### config.mk
export PLATFORM = sky130hd
export DESIGN_NAME = chgport_seq
export DESIGN_NICKNAME = d
export VERILOG_FILES = /design/src/rtl/chgport_pkg.sv /design/src/rtl/chgport_sync.sv /design/src/rtl/chgport_pin_filter.sv /design/src/rtl/chgport_drain_timer.sv /design/src/rtl/chgport_seq.sv
export SDC_FILE = /design/constraint.sdc
export NUM_CORES = 1
export LEC_CHECK = 0
export BUFFER_PORTS_ARGS = -buffer_cell sky130_fd_sc_hd__buf_4
export CORE_MARGIN = 2
export CORE_UTILIZATION = 59
export CTS_CLUSTER_DIAMETER = 80
export DETAILED_ROUTE_END_ITERATION = 12
export GPL_TIMING_DRIVEN = 0
export PLACE_DENSITY = 0.79
export SKIP_LAST_GASP = 1
export SYNTH_ARGS = -nofsm -noshare
export SYNTH_HDL_FRONTEND = slang
export SYNTH_HIERARCHICAL = 1
export SYNTH_SLANG_ARGS = --single-unit
### constraint.sdc
create_clock -name clk_i -period 2.3 [get_ports clk_i]
set_input_delay 0 -clock clk_i [delete_from_list [all_inputs] [get_ports clk_i]]
set_output_delay 0 -clock clk_i [all_outputs]
set_load 0.01 [all_outputs]
### src/rtl/chgport_pkg.sv
package chgport_pkg;

  typedef enum logic [2:0] {
    MD_OFF   = 3'd0,
    MD_AUTO  = 3'd1,
    MD_SHORT = 3'd2,
    MD_DIV1  = 3'd3,
    MD_SDP1  = 3'd4,
    MD_SDP2  = 3'd5,
    MD_CDP   = 3'd6
  } mode_e;

  typedef enum logic [1:0] {
    ST_HOLD  = 2'd0,
    ST_DRAIN = 2'd1,
    ST_ON    = 2'd2
  } seq_st_e;

  typedef struct packed {
    logic [2:0] ctl;
    logic       ilim;
  } pins_t;

  localparam int PIN_W = $bits(pins_t);

  function automatic mode_e decode_pins(pins_t p);
    mode_e m;
    case (p.ctl)
      3'b000:         m = MD_OFF;
      3'b001, 3'b011: m = MD_AUTO;
      3'b100:         m = MD_SHORT;
      3'b101:         m = MD_DIV1;
      3'b010, 3'b110: m = MD_SDP1;
      3'b111:         m = p.ilim ? MD_CDP : MD_SDP2;
      default:        m = MD_OFF;
    endcase
    return m;
  endfunction

  function automatic logic is_data_mode(mode_e m);
    return (m == MD_SDP1) || (m == MD_SDP2) || (m == MD_CDP);
  endfunction

  function automatic logic is_quiet_pair(mode_e a, mode_e b);
    return ((a == MD_SDP2) && (b == MD_CDP)) || ((a == MD_CDP) && (b == MD_SDP2));
  endfunction

endpackage

### src/rtl/chgport_sync.sv
module chgport_sync #(
  parameter int W      = 1,
  parameter int STAGES = 2
) (
  input  logic         clk_i,
  input  logic         rst_i,
  input  logic [W-1:0] d_i,
  output logic [W-1:0] q_o
);

  logic [W-1:0] stage_q [STAGES];

  for (genvar g = 0; g < STAGES; g++) begin : g_stage
    if (g == 0) begin : g_first
      always_ff @(posedge clk_i) begin
        if (rst_i) stage_q[g] <= '0;
        else       stage_q[g] <= d_i;
      end
    end else begin : g_next
      always_ff @(posedge clk_i) begin
        if (rst_i) stage_q[g] <= '0;
        else       stage_q[g] <= stage_q[g-1];
      end
    end
  end

  assign q_o = stage_q[STAGES-1];

endmodule

### src/rtl/chgport_pin_filter.sv
module chgport_pin_filter #(
  parameter int W            = 4,
  parameter int STABLE_TICKS = 4
) (
  input  logic         clk_i,
  input  logic         rst_i,
  input  logic         tick_i,
  input  logic [W-1:0] d_i,
  output logic [W-1:0] q_o
);

  localparam int CW = $clog2(STABLE_TICKS + 1);
  localparam logic [CW-1:0] FULL = CW'(STABLE_TICKS);

  logic [W-1:0]  cand_q;
  logic [CW-1:0] cnt_q;
  logic [W-1:0]  acc_q;

  always_ff @(posedge clk_i) begin
    if (rst_i) begin
      cand_q <= '0;
      cnt_q  <= '0;
      acc_q  <= '0;
    end else if (d_i != cand_q) begin
      cand_q <= d_i;
      cnt_q  <= '0;
    end else if (cnt_q != FULL) begin
      if (tick_i) cnt_q <= cnt_q + 1'b1;
    end else begin
      acc_q <= cand_q;
    end
  end

  assign q_o = acc_q;

endmodule

### src/rtl/chgport_drain_timer.sv
module chgport_drain_timer #(
  parameter int TICKS = 2000
) (
  input  logic clk_i,
  input  logic rst_i,
  input  logic run_i,
  input  logic tick_i,
  output logic done_o
);

  localparam int CW = $clog2(TICKS + 1);
  localparam logic [CW-1:0] LAST = CW'(TICKS - 1);

  logic [CW-1:0] cnt_q;

  always_ff @(posedge clk_i) begin
    if (rst_i || !run_i)  cnt_q <= '0;
    else if (tick_i)      cnt_q <= cnt_q + 1'b1;
  end

  assign done_o = run_i && tick_i && (cnt_q == LAST);

endmodule

### src/rtl/chgport_seq.sv
module chgport_seq
  import chgport_pkg::*;
#(
  parameter int SYNC_STAGES  = 2,
  parameter int STABLE_TICKS = 4,
  parameter int DISCH_TICKS  = 2000,
  parameter bit LOAD_DETECT  = 1'b0
) (
  input  logic       clk_i,
  input  logic       rst_i,
  input  logic       tick_ms_i,
  input  logic [2:0] ctl_i,
  input  logic       ilim_sel_i,
  input  logic       en_i,
  input  logic       por_i,
  input  logic       hid_present_i,
  output logic [2:0] mode_o,
  output logic       data_sw_en_o,
  output logic       pwr_sw_en_o,
  output logic       discharge_o,
  output logic       ilim_hi_o
);

  localparam int SW = PIN_W + 2;

  logic [SW-1:0] raw_in, sync_out;
  pins_t         pins_s, pins_acc;
  logic          en_s, hid_s;
  logic          drain_done;

  assign raw_in = {ctl_i, ilim_sel_i, en_i, hid_present_i};

  chgport_sync #(.W(SW), .STAGES(SYNC_STAGES)) u_sync (
    .clk_i (clk_i),
    .rst_i (rst_i),
    .d_i   (raw_in),
    .q_o   (sync_out)
  );

  assign pins_s = pins_t'(sync_out[SW-1:2]);
  assign en_s   = sync_out[1];
  assign hid_s  = sync_out[0];

  chgport_pin_filter #(.W(PIN_W), .STABLE_TICKS(STABLE_TICKS)) u_filt (
    .clk_i  (clk_i),
    .rst_i  (rst_i),
    .tick_i (tick_ms_i),
    .d_i    (pins_s),
    .q_o    (pins_acc)
  );

  seq_st_e st_q, st_n;
  mode_e   mode_q, mode_n, tgt, eff;

  chgport_drain_timer #(.TICKS(DISCH_TICKS)) u_timer (
    .clk_i  (clk_i),
    .rst_i  (rst_i),
    .run_i  (st_q == ST_DRAIN),
    .tick_i (tick_ms_i),
    .done_o (drain_done)
  );

  always_comb begin
    tgt  = decode_pins(pins_acc);
    eff  = tgt;
    if (hid_s && (pins_acc.ctl == 3'b011) && is_data_mode(mode_q)) eff = mode_q;
    st_n   = st_q;
    mode_n = mode_q;
    if (por_i || !en_s) begin
      st_n   = ST_HOLD;
      mode_n = MD_OFF;
    end else begin
      case (st_q)
        ST_HOLD: begin
          if (tgt != MD_OFF) st_n = ST_DRAIN;
        end
        ST_DRAIN: begin
          if (tgt == MD_OFF) begin
            st_n = ST_HOLD;
          end else if (drain_done) begin
            st_n   = ST_ON;
            mode_n = tgt;
          end
        end
        ST_ON: begin
          if (eff != mode_q) begin
            if (eff == MD_OFF) begin
              st_n   = ST_HOLD;
              mode_n = MD_OFF;
            end else if (is_quiet_pair(mode_q, eff)) begin
              mode_n = eff;
            end else begin
              st_n   = ST_DRAIN;
              mode_n = MD_OFF;
            end
          end
        end
        default: begin
          st_n   = ST_HOLD;
          mode_n = MD_OFF;
        end
      endcase
    end
  end

  always_ff @(posedge clk_i) begin
    if (rst_i) begin
      st_q         <= ST_HOLD;
      mode_q       <= MD_OFF;
      mode_o       <= 3'd0;
      pwr_sw_en_o  <= 1'b0;
      discharge_o  <= 1'b1;
      data_sw_en_o <= 1'b0;
      ilim_hi_o    <= 1'b0;
    end else begin
      st_q         <= st_n;
      mode_q       <= mode_n;
      mode_o       <= mode_n;
      pwr_sw_en_o  <= (st_n == ST_ON);
      discharge_o  <= (st_n != ST_ON);
      data_sw_en_o <= (st_n == ST_ON) && is_data_mode(mode_n);
      ilim_hi_o    <= (!LOAD_DETECT && (mode_n == MD_AUTO)) ? 1'b1 : pins_acc.ilim;
    end
  end

endmodule

==> impl_metrics.csv, run 1 <==
group,metric,value,unit
yosys,yosys.area_share.adder,0.0179,
clocking,clk_latency,0.35,ns
yosys,synth_top_family_by_area,"simple AND/OR/NAND/NOR gates",
clocking,clk_pin_slew_worst_paths,0.12,ns
yosys,synth-edff-count,0,
sta,drv_slew,0,
routing,vias,1667,
yosys,yosys-top-cells-count,"dfxtp_1 (43), nand2_1 (15), a21oi_1 (13), nor2_1 (13), nand2b_1 (12)",
yosys,synth_xor_xnor_area_share,0.0459,
routing,post_drt_wl_per_cell,12.6,µm
sta,setup_ws,0.0874,ns
yosys,synth_warnings,6,
placement,placedCellCount,285,
pwr,powerDensity,491,nW/µm²
worst_setup_path,rr_endpoint,"ilim_hi_o$_SDFF_PP0_",
yosys,syn-num-nets,236,
yosys,avgSynthCellArea,9.40,µm²
placement,portBuffers,16,
sta,hold_violations,0,
yosys,synth_top_area_share,0.411,
worst_hold_path,hp-class,"input port to flop",
sta,tightest_slew,0.472,ns
clocking,cts_max_level,2,
sta,period_share,0.962,
grt,grt_overflow,0,
worst_hold_path,holdCritStartpoint,"rst_i",
pwr,ir_worst_vdd,0.427,mV
worst_setup_path,crit_type,"flop to flop",
routing,drt-total-wl,3.78,mm
floorplanning,die_w,63.6,µm
worst_hold_path,holdPathEnd,"ilim_hi_o$_SDFF_PP0_",
routing,route.detailed.drc,0,
floorplanning,die_area,4050,µm²
routing,drt_pass1_iterations,4,
yosys,synth-simple-area-share,0.301,
worst_setup_path,critPathRequiredTime,2.54,ns
worst_setup_path,rrSetupSlack,0.09,ns
yosys,yosysSeqAreaShare,0.411,
worst_setup_path,cp_data_arrival_time,2.46,ns
worst_setup_path,startpoint_type,"flop",
clocking,cts_buffers,5,
clocking,root_buffer,"clkbuf_4",
worst_setup_path,worst-path-max-fanout,7,
final_layout,drive_above_1_share,0.220,
yosys,synthArstFlopShare,0,
grt,grt_antenna_before_repair,0,
worst_setup_path,critPathBufInv,0,
worst_setup_path,crit_path_top_delay_cell,"dfxtp_1",
clocking,cts_tree,"yes",
floorplanning,rows,21,
clocking,cts_sinks,43,
sta,final.setup_skew,0.00941,ns
final_layout,fin_cells,301,
final_layout,syn_to_final_growth,15.3,%
floorplanning,coreArea,3360,µm²
placement,dp_hpwl,2.66,mm
pwr,total_power,0.00119,W
sta,timing.fmax,452,MHz
yosys,synth_most_common_cell,"dfxtp_1",
floorplanning,pin_count,17,
yosys,ys_ff_latch,43,
worst_setup_path,path_cells,"nor2b_1, nand4bb_1, nor3_4, nand2_1, nor2_1, a21oi_1, o32a_1, a32o_1",
floorplanning,die_h,63.6,µm
sta,setup_viol,0,
yosys,syn_inst,223,
worst_setup_path,reg2regPathDepth,8,
yosys,synthMuxAreaShare,0.0239,
worst_setup_path,setup.worst_path.end_class,"flop",
clocking,clk_path_buf_depth,2,
final_layout,antennaDiodeCount,0,
sta,setup_tns,0,ns
yosys,synth.distinct_cells,57,
floorplanning,start_util,0.624,
worst_setup_path,max_stage_delay,0.47,ns
flow_run,cap_violations,0,
worst_setup_path,rr_startpoint,"st_q[0]$_SDFF_PP0_",
sta,relSlewSlack,0.686,
sta,min_period,2.21,ns
worst_setup_path,crit_family,"simple AND/OR/NAND/NOR gates",
final_layout,fin_nets,267,
pwr,total_leakage_power,0.916,nW
routing,drt_first_iter_violations,203,
run_status,outcome,"complete, no violations",
yosys,syn_area,2100,µm²
grt,grtUsageTotal,0.208,
placement,pre_cts_slack,-0.0470,ns
grt,grt_pass1_vias,1569,
grt,grt_pass1_wl,6.64,mm
yosys,synth_compound_area_frac,0.147,
yosys,synth_area_leader_cell,"dfxtp_1",
yosys,synth_area_leaders,"dfxtp_1 (41%), nand2b_1 (3.6%), nor2b_2 (3.3%)",
routing,via_per_inst,5.54,
worst_hold_path,holdPathStages,3,
grt,grt_max_degree,14,
routing,ant_nets,0,
placement,place.gp.congestion,0.884,
yosys,synth_flop_cell,"dfxtp_1",
==> repair_timing <==
action | 4_1_cts | 5_1_grt
hold buffers | 7 | 0
setup endpoints to repair | 1 | 1
pin swaps | 0 | 1
setup buffers | 0 | 1
hold endpoints to repair | 9 | 0
gates resized for setup | 1 | 1
==> logic make-up after synthesis <==
family          after synthesis
simple gates                 94
compound gates               46
flops                        43
buf+inv                      21
xor+xnor                     11
mux                           5
fa+ha+maj                     3
==> cells in the final DEF, fill, tap and decap left out, types with 7 or more instances in the layout <==
| cell | Yosys | layout |
|---|---|---|
| nor2_1 | 13 | 13 |
| a21oi_1 | 13 | 13 |
| dfxtp_1 | 43 | 43 |
| buf_4 | 4 | 21 |
| nand2b_1 | 12 | 12 |
| inv_1 | 9 | 9 |
| dlygate4sd3_1 | 0 | 7 |
| o21ai_0 | 8 | 8 |
| nor2b_2 | 8 | 8 |
| nand2_1 | 15 | 15 |
| xor2_1 | 8 | 8 |
==> worst register-to-register path, stage by stage (launching register included) <==
cell	delay (ns)
dfxtp_1	0.47
nor2b_1	0.24
nand4bb_1	0.18
nor3_4	0.24
nand2_1	0.18
nor2_1	0.13
a21oi_1	0.05
o32a_1	0.38
a32o_1	0.24
==> through the flow <==
step | cell area, µm² | hold slack [ns] | util
finish | 2420 | 0.0272 | 0.719
CTS | 2400 | 0.00587 | 0.715
detailed placement | 2270 | 0.214 | 0.676
global placement | 2270 | 0.211 | 0.676
floorplan | 2100 | 0.129 | -
global route | 2420 | 0.0191 | 0.719
==> registers in the layout, summed over array words and instances (netlist names) <==
register and count:
data_sw_en_o 1, discharge_o 1, u_sync/stage_q 12, pwr_sw_en_o 1
st_q 2, ilim_hi_o 1, u_filt/cand_q 4, mode_q 3
u_filt/cnt_q 3, u_filt/q_o 4, u_timer/cnt_q 11
==> worst max-delay path by stage <==
stage                                 to  cells past startpoint                          start
finish              ilim_hi_o$_SDFF_PP0_                      8             st_q[0]$_SDFF_PP0_
CTS                 ilim_hi_o$_SDFF_PP0_                      8  u_timer/cnt_q[0]$_SDFFE_PP0P_
detailed placement  ilim_hi_o$_SDFF_PP0_                      8  u_timer/cnt_q[0]$_SDFFE_PP0P_
floorplan           ilim_hi_o$_SDFF_PP0_                      8  u_timer/cnt_q[0]$_SDFFE_PP0P_
global route        ilim_hi_o$_SDFF_PP0_                      8  u_timer/cnt_q[0]$_SDFFE_PP0P_
global placement    ilim_hi_o$_SDFF_PP0_                      8  u_timer/cnt_q[0]$_SDFFE_PP0P_
==> report_power, final <==
part | total (W) | switching (W) | internal, W | leakage, nW
registers | 0.000764 | 0.00000583 | 0.000758 | 0.349
logic | 0.0000733 | 0.0000300 | 0.0000432 | 0.539
clock network | 0.000350 | 0.000232 | 0.000118 | 0.0282
total | 0.00119 | 0.000268 | 0.000919 | 0.916
==> per-layer routing <==
| layer | GRT usage | up-vias | part of all wire |
|---|---|---|---|
| met3 | 0.0482 | 7 | 0.042 |
| met2 | 0.370 | 52 | 0.50 |
| met5 | 0 | - | 0 |
| met1 | 0.238 | 771 | 0.45 |
| met4 | 0.0842 | 0 | 0.013 |
| li1 | - | 837 | - |
==> area by class of cell <==
class	instances	area, µm²
Sequential cell	43	861
Clock buffer	6	41.3
Buffer	12	78.8
Inverter	9	33.8
Timing Repair Buffer	24	198
Clock inverter	2	12.5
Multi-Input combinational cell	159	1130
Fill cell	277	946
Tap cell	46	57.6
Note: power is estimated with default switching activity, not from simulation.
==> inputs of run 2 (changes only) <==
--- a/config.mk
+++ b/config.mk
@@ -5,13 +5,14 @@
 export SDC_FILE = /design/constraint.sdc
 export NUM_CORES = 1
 export LEC_CHECK = 0
-export BUFFER_PORTS_ARGS = -buffer_cell sky130_fd_sc_hd__buf_4
 export CORE_MARGIN = 2
-export CORE_UTILIZATION = 59
+export CORE_UTILIZATION = 60
+export CTS_BUF_LIST = sky130_fd_sc_hd__clkbuf_16
 export CTS_CLUSTER_DIAMETER = 80
 export DETAILED_ROUTE_END_ITERATION = 12
+export DONT_BUFFER_PORTS = 1
 export GPL_TIMING_DRIVEN = 0
-export PLACE_DENSITY = 0.79
+export PLACE_DENSITY = 0.76
 export SKIP_LAST_GASP = 1
 export SYNTH_ARGS = -nofsm -noshare
 export SYNTH_HDL_FRONTEND = slang
==> run 2 against run 1 <==
  * Maximum frequency rose by 1.5%
  * Global-route usage rose by 2.3 points
  * Critical path depth did not move
  * Power rose by 30%
  * Critical endpoint unchanged
==> impl_metrics.csv, run 2 (synthesis results as in run 1) <==
group,metric,value,unit
run_status,outcome,"complete, no violations",
sta,hold_violations,0,
placement,place.gp.congestion,0.889,
grt,grt_pass1_vias,1555,
clocking,cts_buffers,5,
sta,min_period,2.18,ns
floorplanning,rows,21,
placement,placed_area,2150,µm²
floorplanning,start_util,0.628,
final_layout,largest_register,"u_sync/stage_q",
clocking,clk_latency,0.28,ns
grt,grtUsageTotal,0.231,
sta,setup_ws,0.121,ns
placement,dp_hpwl,2.76,mm
worst_setup_path,max_stage_delay,0.42,ns
pwr,total_leakage_power,0.925,nW
worst_setup_path,setup.worst_path.end_class,"flop",
worst_setup_path,critPathRequiredTime,2.47,ns
worst_setup_path,worst-path-max-fanout,6,
worst_setup_path,path_cells,"ha_1, nand4_1, nor3_4, nand2_1, nor2_1, a21oi_1, o32a_1, a32o_1",
floorplanning,coreArea,3340,µm²
sta,period_share,0.947,
sta,drv_slew,0,
final_layout,final_cell_mix,"dfxtp_1 (43), nand2_1 (15), dlygate4sd3_1 (14), nor2_1 (13), a21oi_1 (13)",
routing,via_per_inst,5.61,
flow_run,cap_violations,0,
worst_setup_path,startpoint_type,"flop",
sta,relSlewSlack,0.714,
worst_setup_path,cp_data_arrival_time,2.35,ns
final_layout,reg_top3,"u_sync/stage_q (12), u_timer/cnt_q (11)",
sta,final.setup_skew,0.00535,ns
worst_setup_path,crit_path_top_delay_cell,"dfxtp_1",
sta,rsz0062_at_grt,"false",
final_layout,layout_commonest_cell,"dfxtp_1",
final_layout,fin_nets,259,
pwr,ir_worst_vdd,0.657,mV
floorplanning,die_area,3980,µm²
clocking,root_buffer,"clkbuf_16",
grt,grt_antenna_before_repair,0,
clocking,cts_sinks,43,
sta,timing.fmax,459,MHz
routing,route.detailed.drc,0,
final_layout,largest_reg_flops,12,
grt,grt_pass1_wl,7.29,mm
routing,drt_first_iter_violations,194,
final_layout,syn_to_final_growth,17.9,%
floorplanning,die_w,63.1,µm
worst_hold_path,hp-class,"input port to flop",
pwr,powerDensity,626,nW/µm²
sta,setup_viol,0,
floorplanning,pin_count,17,
clocking,clk_pin_slew_worst_paths,0.07,ns
routing,post_drt_wl_per_cell,15.0,µm
routing,drt_pass1_iterations,4,
routing,ant_nets,0,
final_layout,drive_above_1_share,0.170,
worst_setup_path,crit_type,"flop to flop",
clocking,clk_path_buf_depth,2,
final_layout,final_area,2470,µm²
grt,grt_overflow,0,
floorplanning,die_h,63.1,µm
routing,drt-total-wl,4.40,mm
clocking,cts_tree,"yes",
final_layout,antennaDiodeCount,0,
routing,vias,1645,
sta,tightest_slew,0.430,ns
placement,portBuffers,0,
grt,grt_max_degree,17,
placement,pre_cts_slack,-0.0529,ns
clocking,cts_max_level,2,
## run 2: changes by cell type in the layout (fill, tap and decap cells not counted)
cell,change
clkinv_2,-1
buf_4,-15
dlygate4sd3_1,+7
clkinv_4,+1
inv_6,+2
clkbuf_16,+5
clkinvlp_4,-1
clkbuf_1,-1
clkbuf_4,-5
## run 2: through the flow
| stage | TNS, ns | cells | hold WS, ns | utilization | power (W) |
|---|---|---|---|---|---|
| floorplan | 0 | 223 | 0.129 | - | 0.000822 |
| global placement | 0 | 269 | 0.130 | 0.646 | 0.000826 |
| detailed placement | -0.0529 | 269 | 0.133 | 0.646 | 0.000829 |
| CTS | 0 | 291 | 0.0710 | 0.735 | 0.00155 |
| global route | 0 | 293 | 0.118 | 0.741 | 0.00161 |
| finish | 0 | 293 | 0.0811 | 0.741 | 0.00155 |
## run 2: critical path: cells and delay by family, from the launching register on
kind                       cells  cell delay (ns)
adders and majority gates      1             0.28
DFF                            1             0.42
AOI/OAI and AO/OA              3             0.67
and+or+nand+nor                4             0.70
## run 2: layout make-up
type | instances | area (µm²)
Multi-Input combinational cell | 159 | 1130
Inverter | 9 | 33.8
Sequential cell | 43 | 861
Clock buffer | 5 | 125
Tap cell | 46 | 57.6
Fill cell | 246 | 865
Clock inverter | 3 | 26.3
Buffer | 12 | 78.8
Timing Repair Buffer | 16 | 155
## run 2: timing repair
item	in CTS	in global routing
setup buffers	0	2
endpoints found under the setup margin	1	2
gates resized for setup	1	1
hold buffers	14	0
endpoints found under the hold margin	20	0
pin swaps	0	2
## run 2: per-layer routing
layer	vias to the layer above	GRT usage	share of wire
li1	829	-	-
met1	762	0.278	0.45
met4	0	0.0556	0.0030
met5	-	0	0
met3	2	0.0482	0.040
met2	52	0.418	0.51
## run 2: path summary, 6_finish.rpt
path,from,to,slack [ns],cells past startpoint
min,rst_i,u_filt/cand_q[1]$_SDFFE_PP0P_,0.08,2
min reg2reg,u_sync/stage_q[0][0]$_SDFF_PP0_,u_sync/stage_q[1][0]$_SDFF_PP0_,0.44,1
max,u_timer/cnt_q[0]$_SDFFE_PP0P_,ilim_hi_o$_SDFF_PP0_,0.12,8
max reg2reg,u_timer/cnt_q[0]$_SDFFE_PP0P_,ilim_hi_o$_SDFF_PP0_,0.12,8
## run 2: where the power goes
part / switching [W] / internal [W]
combinational: 0.0000302 / 0.0000415
sequential: 0.00000679 / 0.000758
clock: 0.000299 / 0.000412
total: 0.000336 / 0.00121
==> inputs of run 3 (changes only) <==
--- a/config.mk
+++ b/config.mk
@@ -13,6 +13,7 @@
 export DONT_BUFFER_PORTS = 1
 export GPL_TIMING_DRIVEN = 0
 export PLACE_DENSITY = 0.76
+export REMOVE_ABC_BUFFERS = 1
 export SKIP_LAST_GASP = 1
 export SYNTH_ARGS = -nofsm -noshare
 export SYNTH_HDL_FRONTEND = slang
==> run 3 against run 2 <==
  * Count of clock-buffer cells in the layout unchanged
  * Cell count decreased by 6.8%
  * Non-clock buffer count decreased by 18
  * Combinational power decreased by 17%
  * Setup slack improved by 0.011 ns
  * Critical path type unchanged
  * Critical endpoint unchanged
  * Largest power group unchanged
==> impl_metrics.csv, run 3 (synthesis results as in run 1) <==
group,metric,value,unit
grt,grtUsageTotal,0.211,
clocking,clk_pin_slew_worst_paths,0.06,ns
routing,via_per_inst,5.97,
final_layout,largest_reg_flops,12,
routing,post_drt_wl_per_cell,14.7,µm
sta,drv_slew,0,
floorplanning,coreArea,3340,µm²
pwr,total_power,0.00145,W
pwr,switching_power,0.000277,W
final_layout,syn_to_final_growth,10.3,%
worst_setup_path,worst-path-max-fanout,6,
sta,rsz0062_at_grt,"false",
routing,drt-total-wl,4.02,mm
final_layout,drive_above_1_share,0.128,
final_layout,final_cell_mix,"dfxtp_1 (43), nand2_1 (15), nor2_1 (13), a21oi_1 (13), nand2b_1 (12)",
placement,pre_cts_slack,-0.0476,ns
worst_hold_path,hp-class,"input port to flop",
sta,final.setup_skew,0.00296,ns
floorplanning,rows,21,
worst_setup_path,setup.worst_path.end_class,"flop",
final_layout,multi_input_area,1130,µm²
grt,grt_pass1_wl,6.51,mm
clocking,clk_path_buf_depth,2,
clocking,clk_latency,0.28,ns
sta,setup_viol,0,
sta,tightest_slew,1.17,ns
routing,route.detailed.drc,0,
sta,timing.fmax,461,MHz
floorplanning,die_w,63.1,µm
routing,drt_pass1_iterations,4,
grt,grt_antenna_before_repair,0,
final_layout,largest_register,"u_sync/stage_q",
sta,period_share,0.943,
grt,grt_pass1_vias,1547,
pwr,ir_worst_vdd,0.475,mV
sta,hold_violations,0,
pwr,total_leakage_power,0.832,nW
clocking,cts_sinks,43,
worst_setup_path,cp_data_arrival_time,2.34,ns
clocking,cts_max_level,2,
placement,portBuffers,0,
floorplanning,die_h,63.1,µm
pwr,powerDensity,629,nW/µm²
routing,vias,1630,
pwr,clkPwrFrac,0.433,
floorplanning,die_area,3980,µm²
final_layout,layout_commonest_cell,"dfxtp_1",
sta,min_period,2.17,ns
placement,dp_hpwl,2.63,mm
pwr,internal_power,0.00118,W
final_layout,fin_nets,241,
routing,ant_nets,0,
worst_setup_path,startpoint_type,"flop",
grt,grt_max_degree,28,
flow_run,cap_violations,0,
placement,place.gp.congestion,0.821,
floorplanning,pin_count,17,
pwr,seq_power_share,0.526,
final_layout,antennaDiodeCount,0,
run_status,outcome,"complete, no violations",
clocking,root_buffer,"clkbuf_16",
floorplanning,start_util,0.628,
grt,grt_overflow,0,
final_layout,reg_top3,"u_sync/stage_q (12), u_timer/cnt_q (11)",
pwr,switching_share,0.190,
pwr,p_comb_frac,0.041,
clocking,cts_tree,"yes",
sta,setup_ws,0.132,ns
routing,drt_first_iter_violations,146,
final_layout,seq_area,861,µm²
worst_setup_path,critPathRequiredTime,2.47,ns
sta,relSlewSlack,0.219,
worst_setup_path,crit_type,"flop to flop",
final_layout,fill_cells,274,
clocking,cts_buffers,5,
run 3: final timing paths:
| check | from | endpoint | slack (ns) | depth (start not counted) |
|---|---|---|---|---|
| setup / recovery | u_timer/cnt_q[0]$_SDFFE_PP0P_ | ilim_hi_o$_SDFF_PP0_ | 0.13 | 8 |
| hold / removal | tick_ms_i | u_timer/cnt_q[9]$_SDFFE_PP0P_ | 0.03 | 3 |
| setup reg to reg | u_timer/cnt_q[0]$_SDFFE_PP0P_ | ilim_hi_o$_SDFF_PP0_ | 0.13 | 8 |
| hold reg to reg | u_sync/stage_q[0][0]$_SDFF_PP0_ | u_sync/stage_q[1][0]$_SDFF_PP0_ | 0.44 | 1 |
run 3: per-layer routing:
| metal | wire length, µm | track usage |
|---|---|---|
| met1 | 1650 | 0.239 |
| met3 | 251 | 0.0786 |
| met2 | 2070 | 0.362 |
| met5 | 0 | 0 |
| met4 | 57 | 0.0778 |
run 3: worst max-delay path, stage by stage (launching register included):
cell,delay [ns]
dfxtp_1,0.41
ha_1,0.25
nand4_1,0.22
nor3_4,0.23
nand2_1,0.17
nor2_1,0.12
a21oi_1,0.05
o32a_1,0.39
a32o_1,0.23
run 3: final cells by class:
class | instances | share of cell area
multi-input cells | 159 | 0.491
flip-flops and latches | 43 | 0.372
clock buffers | 5 | 0.0541
repair buffers | 10 | 0.0422
well taps | 46 | 0.0249
inverters | 9 | 0.0146
clock inverters | 1 | 0.00162
run 3: power by group through the flow:
stage / Sequential, W / Combinational [W] / Clock [W]
after floorplan: 0.000779 / 0.0000328 / 0
after global placement: 0.000780 / 0.0000352 / 0
after detailed placement: 0.000781 / 0.0000372 / 0
after CTS: 0.000765 / 0.0000591 / 0.000647
after global routing: 0.000766 / 0.0000651 / 0.000689
final: 0.000765 / 0.0000592 / 0.000630
run 3: through the flow:
stage	TNS, ns	instances	cell area [µm²]	hold WS, ns	utilization
finish	0	273	2310	0.0264	0.693
global route	0	273	2310	0.0385	0.693
CTS	0	272	2300	0.0228	0.689
detailed placement	-0.0476	257	2080	0.0708	0.622
global placement	-0.0285	257	2080	0.0685	0.622
floorplan	0	211	2020	0.0643	-
run 3: timing repair:
item | CTS | global route
hold endpoints to repair | 30 | 0
hold buffers | 9 | 0
buffers inserted | 0 | 1
endpoints found under the setup margin | 1 | 1
gates resized for setup | 1 | 1
pin swaps | 0 | 1
